===== src/rtl/cfgwr_pkg.sv =====
package cfgwr_pkg;
  localparam logic [3:0] CMD_IO_WR  = 4'h3;
  localparam logic [3:0] CMD_CFG_WR = 4'hB;

  typedef enum logic [2:0] {
    RSP_NONE   = 3'd0,
    RSP_RETRY  = 3'd1,
    RSP_DONE   = 3'd2,
    RSP_MABORT = 3'd3,
    RSP_SPLIT  = 3'd4
  } rsp_t;

  typedef enum logic [1:0] {
    ST_EMPTY,
    ST_PEND,
    ST_ISSUED,
    ST_COMPLETE
  } st_t;

  typedef enum logic [1:0] {
    CLS_IGNORE,
    CLS_ABORT,
    CLS_BADWIDTH,
    CLS_CFGWR
  } cls_t;
endpackage


===== src/rtl/cfgwr_decode.sv =====
module cfgwr_decode
  import cfgwr_pkg::*;
(
  input  logic       req_valid,
  input  logic [3:0] req_cmd,
  input  logic       req_wide,
  output cls_t       req_cls
);
  always_comb begin
    req_cls = CLS_IGNORE;
    if (req_valid) begin
      if (req_cmd == CMD_IO_WR) begin
        req_cls = CLS_ABORT;
      end else if (req_cmd == CMD_CFG_WR) begin
        req_cls = req_wide ? CLS_BADWIDTH : CLS_CFGWR;
      end
    end
  end
endmodule


===== src/rtl/cfgwr_entry.sv =====
module cfgwr_entry #(
  parameter int AW  = 32,
  parameter int DW  = 32,
  localparam int BEW = DW / 8
) (
  input  logic           clk,
  input  logic           cap_en,
  input  logic [AW-1:0]  in_addr,
  input  logic [DW-1:0]  in_data,
  input  logic [BEW-1:0] in_be,
  input  logic           in_split,
  output logic [AW-1:0]  st_addr,
  output logic [DW-1:0]  st_data,
  output logic [BEW-1:0] st_be,
  output logic           st_split,
  output logic           same_req
);
  logic [AW-1:0]  addr_q;
  logic [DW-1:0]  data_q;
  logic [BEW-1:0] be_q;
  logic           split_q;

  // Holding registers carry no reset; the controller's state qualifies them.
  always_ff @(posedge clk) begin
    if (cap_en) begin
      addr_q  <= in_addr;
      data_q  <= in_data;
      be_q    <= in_be;
      split_q <= in_split;
    end
  end

  always_comb begin
    same_req = (in_addr == addr_q) && (in_data == data_q) && (in_be == be_q);
  end

  assign st_addr  = addr_q;
  assign st_data  = data_q;
  assign st_be    = be_q;
  assign st_split = split_q;
endmodule


===== src/rtl/cfgwr_ctrl.sv =====
module cfgwr_ctrl
  import cfgwr_pkg::*;
(
  input  logic       clk,
  input  logic       rst,
  input  cls_t       req_cls,
  input  logic       req_split,
  input  logic       same_req,
  input  logic       st_split,
  input  logic       order_ok,
  input  logic       ib_ack,
  input  logic       cmsg_ready,
  output logic       cap_en,
  output logic [2:0] resp_q,
  output logic       err_q,
  output logic       ib_req_q,
  output logic       cmsg_valid_q
);
  st_t  st_q, st_n;
  rsp_t rsp_n;
  logic err_n;
  logic split_n;

  always_comb begin
    st_n    = st_q;
    cap_en  = 1'b0;
    rsp_n   = RSP_NONE;
    err_n   = 1'b0;
    split_n = st_split;

    case (st_q)
      ST_PEND:     if (order_ok) st_n = ST_ISSUED;
      ST_ISSUED:   if (ib_ack) st_n = ST_COMPLETE;
      ST_COMPLETE: if (st_split && cmsg_ready) st_n = ST_EMPTY;
      default:     st_n = st_q;
    endcase

    case (req_cls)
      CLS_ABORT: rsp_n = RSP_MABORT;
      CLS_BADWIDTH: begin
        rsp_n = RSP_MABORT;
        err_n = 1'b1;
      end
      CLS_CFGWR: begin
        if (st_q == ST_EMPTY) begin
          cap_en  = 1'b1;
          st_n    = ST_PEND;
          split_n = req_split;
          rsp_n   = req_split ? RSP_SPLIT : RSP_RETRY;
        end else if (!st_split && st_q == ST_COMPLETE && same_req) begin
          rsp_n = RSP_DONE;
          st_n  = ST_EMPTY;
        end else begin
          rsp_n = RSP_RETRY;
        end
      end
      default: rsp_n = RSP_NONE;
    endcase
  end

  always_ff @(posedge clk) begin
    if (rst) begin
      st_q         <= ST_EMPTY;
      resp_q       <= RSP_NONE;
      err_q        <= 1'b0;
      ib_req_q     <= 1'b0;
      cmsg_valid_q <= 1'b0;
    end else begin
      st_q         <= st_n;
      resp_q       <= rsp_n;
      err_q        <= err_n;
      ib_req_q     <= (st_n == ST_ISSUED);
      cmsg_valid_q <= (st_n == ST_COMPLETE) && split_n;
    end
  end
endmodule


===== src/rtl/cfgwr_queue.sv =====
module cfgwr_queue
  import cfgwr_pkg::*;
#(
  parameter int AW  = 32,
  parameter int DW  = 32,
  localparam int BEW = DW / 8
) (
  input  logic           clk,
  input  logic           rst,
  input  logic           tgt_valid,
  input  logic [3:0]     tgt_cmd,
  input  logic [AW-1:0]  tgt_addr,
  input  logic [DW-1:0]  tgt_data,
  input  logic [BEW-1:0] tgt_be,
  input  logic           tgt_req64,
  input  logic           tgt_split,
  output logic [2:0]     tgt_resp,
  output logic           proto_err,
  input  logic           order_ok,
  output logic           ib_req,
  output logic [AW-1:0]  ib_addr,
  output logic [DW-1:0]  ib_data,
  output logic [BEW-1:0] ib_be,
  input  logic           ib_ack,
  output logic           cmsg_valid,
  output logic [AW-1:0]  cmsg_addr,
  input  logic           cmsg_ready
);
  cls_t           cls;
  logic           cap_en;
  logic           same_req;
  logic           st_split;
  logic [AW-1:0]  st_addr;
  logic [DW-1:0]  st_data;
  logic [BEW-1:0] st_be;

  cfgwr_decode u_decode (
    .req_valid (tgt_valid),
    .req_cmd   (tgt_cmd),
    .req_wide  (tgt_req64),
    .req_cls   (cls)
  );

  cfgwr_entry #(.AW(AW), .DW(DW)) u_entry (
    .clk      (clk),
    .cap_en   (cap_en),
    .in_addr  (tgt_addr),
    .in_data  (tgt_data),
    .in_be    (tgt_be),
    .in_split (tgt_split),
    .st_addr  (st_addr),
    .st_data  (st_data),
    .st_be    (st_be),
    .st_split (st_split),
    .same_req (same_req)
  );

  cfgwr_ctrl u_ctrl (
    .clk          (clk),
    .rst          (rst),
    .req_cls      (cls),
    .req_split    (tgt_split),
    .same_req     (same_req),
    .st_split     (st_split),
    .order_ok     (order_ok),
    .ib_ack       (ib_ack),
    .cmsg_ready   (cmsg_ready),
    .cap_en       (cap_en),
    .resp_q       (tgt_resp),
    .err_q        (proto_err),
    .ib_req_q     (ib_req),
    .cmsg_valid_q (cmsg_valid)
  );

  assign ib_addr   = st_addr;
  assign ib_data   = st_data;
  assign ib_be     = st_be;
  assign cmsg_addr = st_addr;
endmodule


===== config.mk =====
export PLATFORM = sky130hd
export DESIGN_NAME = cfgwr_queue
export DESIGN_NICKNAME = d
export VERILOG_FILES = /design/src/rtl/cfgwr_pkg.sv /design/src/rtl/cfgwr_decode.sv /design/src/rtl/cfgwr_entry.sv /design/src/rtl/cfgwr_ctrl.sv /design/src/rtl/cfgwr_queue.sv
export SDC_FILE = /design/constraint.sdc
export NUM_CORES = 1
export LEC_CHECK = 0
export BUFFER_PORTS_ARGS = -buffer_cell sky130_fd_sc_hd__buf_4
export CAP_MARGIN = 15
export CORE_ASPECT_RATIO = 0.5
export CORE_MARGIN = 2
export CORE_UTILIZATION = 32
export DETAILED_ROUTE_END_ITERATION = 6
export PLACE_DENSITY = 0.62
export REMOVE_ABC_BUFFERS = 1
export SYNTH_ARGS = -nofsm -noshare
export SYNTH_HDL_FRONTEND = slang
export SYNTH_HIERARCHICAL = 1
export SYNTH_SLANG_ARGS = --single-unit

===== constraint.sdc =====
create_clock -name clk -period 9.3 [get_ports clk]
set_clock_uncertainty 0.1 [all_clocks]
set_input_delay 1.395 -clock clk [delete_from_list [all_inputs] [get_ports clk]]
set_output_delay 1.395 -clock clk [all_outputs]
set_load 0.02 [all_outputs]

Word level (Yosys, flattened, before mapping) --
Cells that the tools add are included.
Storage, ports and cells: bits in registers 77, logic and storage cells 51
Cells by class: equal/unequal tests 13, multiplexer cells 20, reduce and logical (&&, ||, !) cells 9
Operators with widths (number):
- 32-bit == test | 2
- 2-bit two-way mux | 10
- 2-bit == test, second input constant | 6
- 1-bit logical AND | 6
- 1-bit two-way mux | 6
- 3-bit two-way mux | 2
- 2-bit case mux with 3 select lines | 1
- 3-bit case mux with 2 select lines | 1
- 2-bit by 1-bit == test with 1-bit output, second input constant | 2
- 4-bit by 2-bit == test with 1-bit output, second input constant | 1
- 4-bit == test | 1
- 4-bit == test, second input constant | 1
- 2-bit logical NOT | 1
- 2-bit OR reduction | 1
- 1-bit logical NOT | 1

Logic depth before layout (Yosys ltp) --
word-level depth 9, gate-level depth with buffers 8, gate-level depth less buffers 8

Cells and area by module --
Netlist, hierarchy kept.
By module, submodules not included:
- cfgwr_entry | instances 1, cells an instance 160, area each 2826.5 um^2
- cfgwr_ctrl | instances 1, cells an instance 40, area each 406.6 um^2
- cfgwr_queue | instances 1, cells an instance 32, area each 240.2 um^2
- cfgwr_decode | instances 1, cells an instance 4, area each 40.0 um^2

Worst setup path before layout --
No wires, ideal clock.
path kind input to register, start input port tgt_cmd[2], end register u_ctrl.cmsg_valid_q, library setup time 93 ps, data arrival time 5272 ps, data required time 9107 ps, setup slack 3835 ps, stages 6, path buffers 0, cells stage by stage nand4b_4 -> nor2_1 -> ha_1 -> nor3b_2 -> mux2i_1 -> nor4_2
Between the ends: cells in the longest elaborated chain, start to end 8, elaborated cells between the ends (all ways) 10, those cells by class eq/ne (4); mux (5); reduce/logical (1)
Ends and longest elaborated chain:
- start: declaration | RTL line cfgwr_queue.sv:11 | input logic [3:0] tgt_cmd,
- 4-bit == test | RTL line cfgwr_decode.sv:14 | end else if (req_cmd == CMD_CFG_WR) begin
- 2-bit two-way mux | RTL line cfgwr_decode.sv:14
- 2-bit two-way mux * | RTL line cfgwr_decode.sv:12 | if (req_cmd == CMD_IO_WR) begin
- 2-bit two-way mux * | RTL line cfgwr_decode.sv:11 | if (req_valid) begin
- net cls[1] | RTL line cfgwr_queue.sv:29 | cls_t cls;
- 2-bit == test * | RTL line cfgwr_ctrl.sv:38 | case (req_cls)
- 2-bit two-way mux | RTL line cfgwr_ctrl.sv:38
- 2-bit == test | RTL line cfgwr_ctrl.sv:73 | cmsg_valid_q <= (st_n == ST_COMPLETE) && split_n;
- 1-bit logical AND * | RTL line cfgwr_ctrl.sv:73
- end signal: assignment | RTL line cfgwr_ctrl.sv:73
- end: declaration | RTL line cfgwr_ctrl.sv:17 | output logic cmsg_valid_q
Mark *: on every way through the listed nets, which the timed path passes. The rest lies on a longest branch. A chain may end at the register's enable or synchronous reset.

Worst setup path in the final report --
start input port tgt_addr[23], end register u_ctrl.ib_req_q
Between the ends: cells in the longest elaborated chain, start to end 8
Ends and longest elaborated chain:
- start: declaration | RTL line cfgwr_queue.sv:12 | input logic [AW-1:0] tgt_addr,
- 32-bit == test | RTL line cfgwr_entry.sv:34 | same_req = (in_addr == addr_q) && (in_data == data_q) && (in_be == be_q);
- 1-bit logical AND (2 in series) | RTL line cfgwr_entry.sv:34
- net same_req | RTL line cfgwr_queue.sv:31 | logic same_req;
- 1-bit logical AND | RTL line cfgwr_ctrl.sv:50 | end else if (!st_split && st_q == ST_COMPLETE && same_req) begin
- 2-bit two-way mux | RTL line cfgwr_ctrl.sv:50
- 2-bit two-way mux | RTL line cfgwr_ctrl.sv:45 | if (st_q == ST_EMPTY) begin
- 2-bit two-way mux | RTL line cfgwr_ctrl.sv:38
- 2-bit == test | RTL line cfgwr_ctrl.sv:72 | ib_req_q <= (st_n == ST_ISSUED);
- end signal: assignment | RTL line cfgwr_ctrl.sv:72
- end: declaration | RTL line cfgwr_ctrl.sv:16 | output logic ib_req_q,
The timed path passes the listed nets, and every way through them passes these cells.

==> metrics.yaml <==
timing:
  grt_setup_unrepaired: "false"
  setup_ws_ns: 5.972
  tns_ns: 0
  setup_viol: 0
  max_freq_mhz: 300.5
  worst_pin_slew_ns: 0.5332
  period_share_pct: 35.78
  hold_viol_final: 0
  period_needed_ns: 3.328
  relSlewSlack_pct: 64.21
  slew_violations: 0
critical_path:
  worstPathCellList: "buf_4 > xnor2_1 > nand4_1 > nor4_1 > nand4_1 > nor3_2 > nand3b_1 > a311oi_1 > nor3b_1"
  slowest_delay_ns: 0.52
  required_ns: 9.40
  crit_buf_inv: 1
  startpoint_type: "input port"
  crit_slowest_cell: "a311oi_1"
  crit_family: "simple AND/OR/NAND/NOR gates"
  critical_path_class: "input port to flip-flop"
  worstPathMaxFanout: 3
  crit_path_frequent_cell: "nand4_1"
  arrival_ns: 3.42
  cp-end-kind: "flip-flop"
synth:
  avgSynthCellArea_um2: 14.89
  async_flop_share_pct: 0
  yosys_warnings: 6
  synth_most_common_cell: "edfxtp_1"
  synth_edf_count: 69
  synth_cells: 236
  synth_cell_type_count: 33
  syn_area_mm2: 0.003513
  synth_common_cells: "69 x edfxtp_1, 36 x xor2_1, 32 x buf_4, 32 x xnor2_1, 10 x nand4_1"
  synth.area.top_cells: "edfxtp_1 59%, xor2_1 9.0%, xnor2_1 8.0%, buf_4 6.8%, dfxtp_1 4.6%"
  yosys.area.top_type: "edfxtp_1"
  synth_ff_type: "edfxtp_1"
  yosys.area.top_type_share_pct: 58.97
  ys_ff_latch: 77
  ys_seq_area_share_pct: 63.53
floorplanning:
  rows: 26
  start_util_pct: 33.64
  fp.dieH_um: 78.09
  core_area_mm2: 0.01044
  die_w_um: 152.2
  fp.dieArea_mm2: 0.01188
  io_pins: 186
clock_network:
  tritoncts: "done"
  cts_root_buf: "clkbuf_16"
  hold_buffers: 0
  cts_made_buffers: 9
  clk_pin_slew_ns: 0.06
  cts.repair.resized: 0
  htree_levels: 3
  clk_latency_ns: 0.33
  cts_setup_buffers: 0
  cts.sinks: 77
  cts.path.max_buffers: 2
drt:
  wl_um: 8348
  drt-initial-drc-count: 162
  vias: 2363
  via_per_inst: 4.328
  drt-pass1-iter-count: 4
  drc: 0
  wl_per_cell_um: 15.29
  drtAntennaViolNets: 0
place:
  place_congestion: 0.7642
  dpl.cell_count: 530
  dp_slack_ns: 5.640
  portBuffers: 185
  hpwl_um: 6712
layout:
  drive_above_1_share_pct: 51.97
  final_util_pct: 49.15
  fin_nets: 484
  diodes: 0
  area_delta_synth_final_pct: 46.08
  instances_no_fill: 546
  seq_area_mm2: 0.002232
  fillers: 951
  multi_input_area_mm2: 0.001017
global_route:
  antenna_found_initial: 0
  grt_pass1_wl_um: 12550
  grt_overflow: 0
  grt.total_usage_pct: 13.87
  grt_pass1_vias: 2381
  grt_max_degree: 42
power:
  vdd_drop_max_mv: 0.07645
  power_density_mw_per_mm2: 147.4
  p_leak_nw: 2.060
worst_hold_path:
  hold_class: "flip-flop to flip-flop"
run:
  cap_violations: 0
outcome:
  status: "finished, final reports clean"
## cells in the final DEF (no fill, tap or decap), types with 2 or more instances in the layout
cell type	instances
buf_4	187
ha_1	3
nand2_1	2
edfxtp_1	69
nor4_1	9
clkbuf_16	9
nor2b_1	2
dfxtp_1	8
nor3_1	2
inv_1	4
xor2_1	36
nor2_1	4
xnor2_1	32
nand3b_1	2
nor4_2	3
clkinv_4	5
nand4_1	10
## cells by family (layout without fill, tap and decap cells)
| logic type | count (synthesis) | count (layout) | synth area share, % |
|---|---|---|---|
| buffers and inverters | 38 | 208 | 7.692 |
| xor gates and xnor gates | 68 | 68 | 16.95 |
| AOI/OAI and AO/OA | 4 | 4 | 0.8906 |
| adders and majority gates | 3 | 3 | 1.068 |
| and+or+nand+nor | 44 | 44 | 8.939 |
| DFF | 77 | 77 | 63.53 |
| muxes | 2 | 2 | 0.9259 |
## routing by layer
layer	global-route usage [%]	vias up	share of wire [%]
li1	-	1151	-
met1	15.63	1148	39
met2	25.72	55	56
met3	4.086	9	3.7
met4	4.206	0	1.0
met5	0	-	0
## path summary, 6_finish.rpt
check / startpoint / endpoint / slack, ns / depth (start not counted)
max: tgt_addr[23] / u_ctrl/ib_req_q / 5.97 / 9
min: u_entry/st_split / u_ctrl/cmsg_valid_q / 0.61 / 2
max reg2reg: u_entry/st_addr[2] / u_ctrl/ib_req_q / 6.68 / 8
min reg2reg: u_entry/st_split / u_ctrl/cmsg_valid_q / 0.61 / 2
## state kept, by name, indices dropped and copies added, names as in the netlist
register / cells
u_entry/st_addr: 32
u_entry/st_data: 32
u_entry/st_be: 4
u_ctrl/resp_q: 3
u_ctrl/st_q: 2
u_ctrl/cmsg_valid_q: 1
u_ctrl/err_q: 1
u_ctrl/ib_req_q: 1
u_entry/st_split: 1
## final cells by class
class	count	area share, %
multi-input combinational	121	19.82
tap	140	3.413
clock inverter	7	1.170
timing repair buffer	187	27.35
clock buffer	9	4.388
inverter	5	0.3657
sequential	77	43.49
## per-stage QoR
stage	hold WS [ns]	power, mW	instance area, um2
2_1_floorplan	0.5114	0.4013	3262
3_3_place_gp	0.5746	0.4371	4847
3_5_place_dp	0.5777	0.4380	4847
4_1_cts	0.5943	0.7655	5132
5_1_grt	0.6542	0.7827	5132
6_report	0.6078	0.7564	5132
## worst min-delay path: stages, from the launching register on
cell and delay (ns):
edfxtp_1 0.42, mux2i_1 0.11, nor4_2 0.12
## power breakdown
part           switching (mW)  internal (mW)  total [mW]
registers            0.000696          0.377       0.378
logic                  0.0201         0.0322      0.0522
clock network           0.143          0.184       0.326
total                   0.164          0.593       0.756
Note: power is estimated with default switching activity, not from simulation.
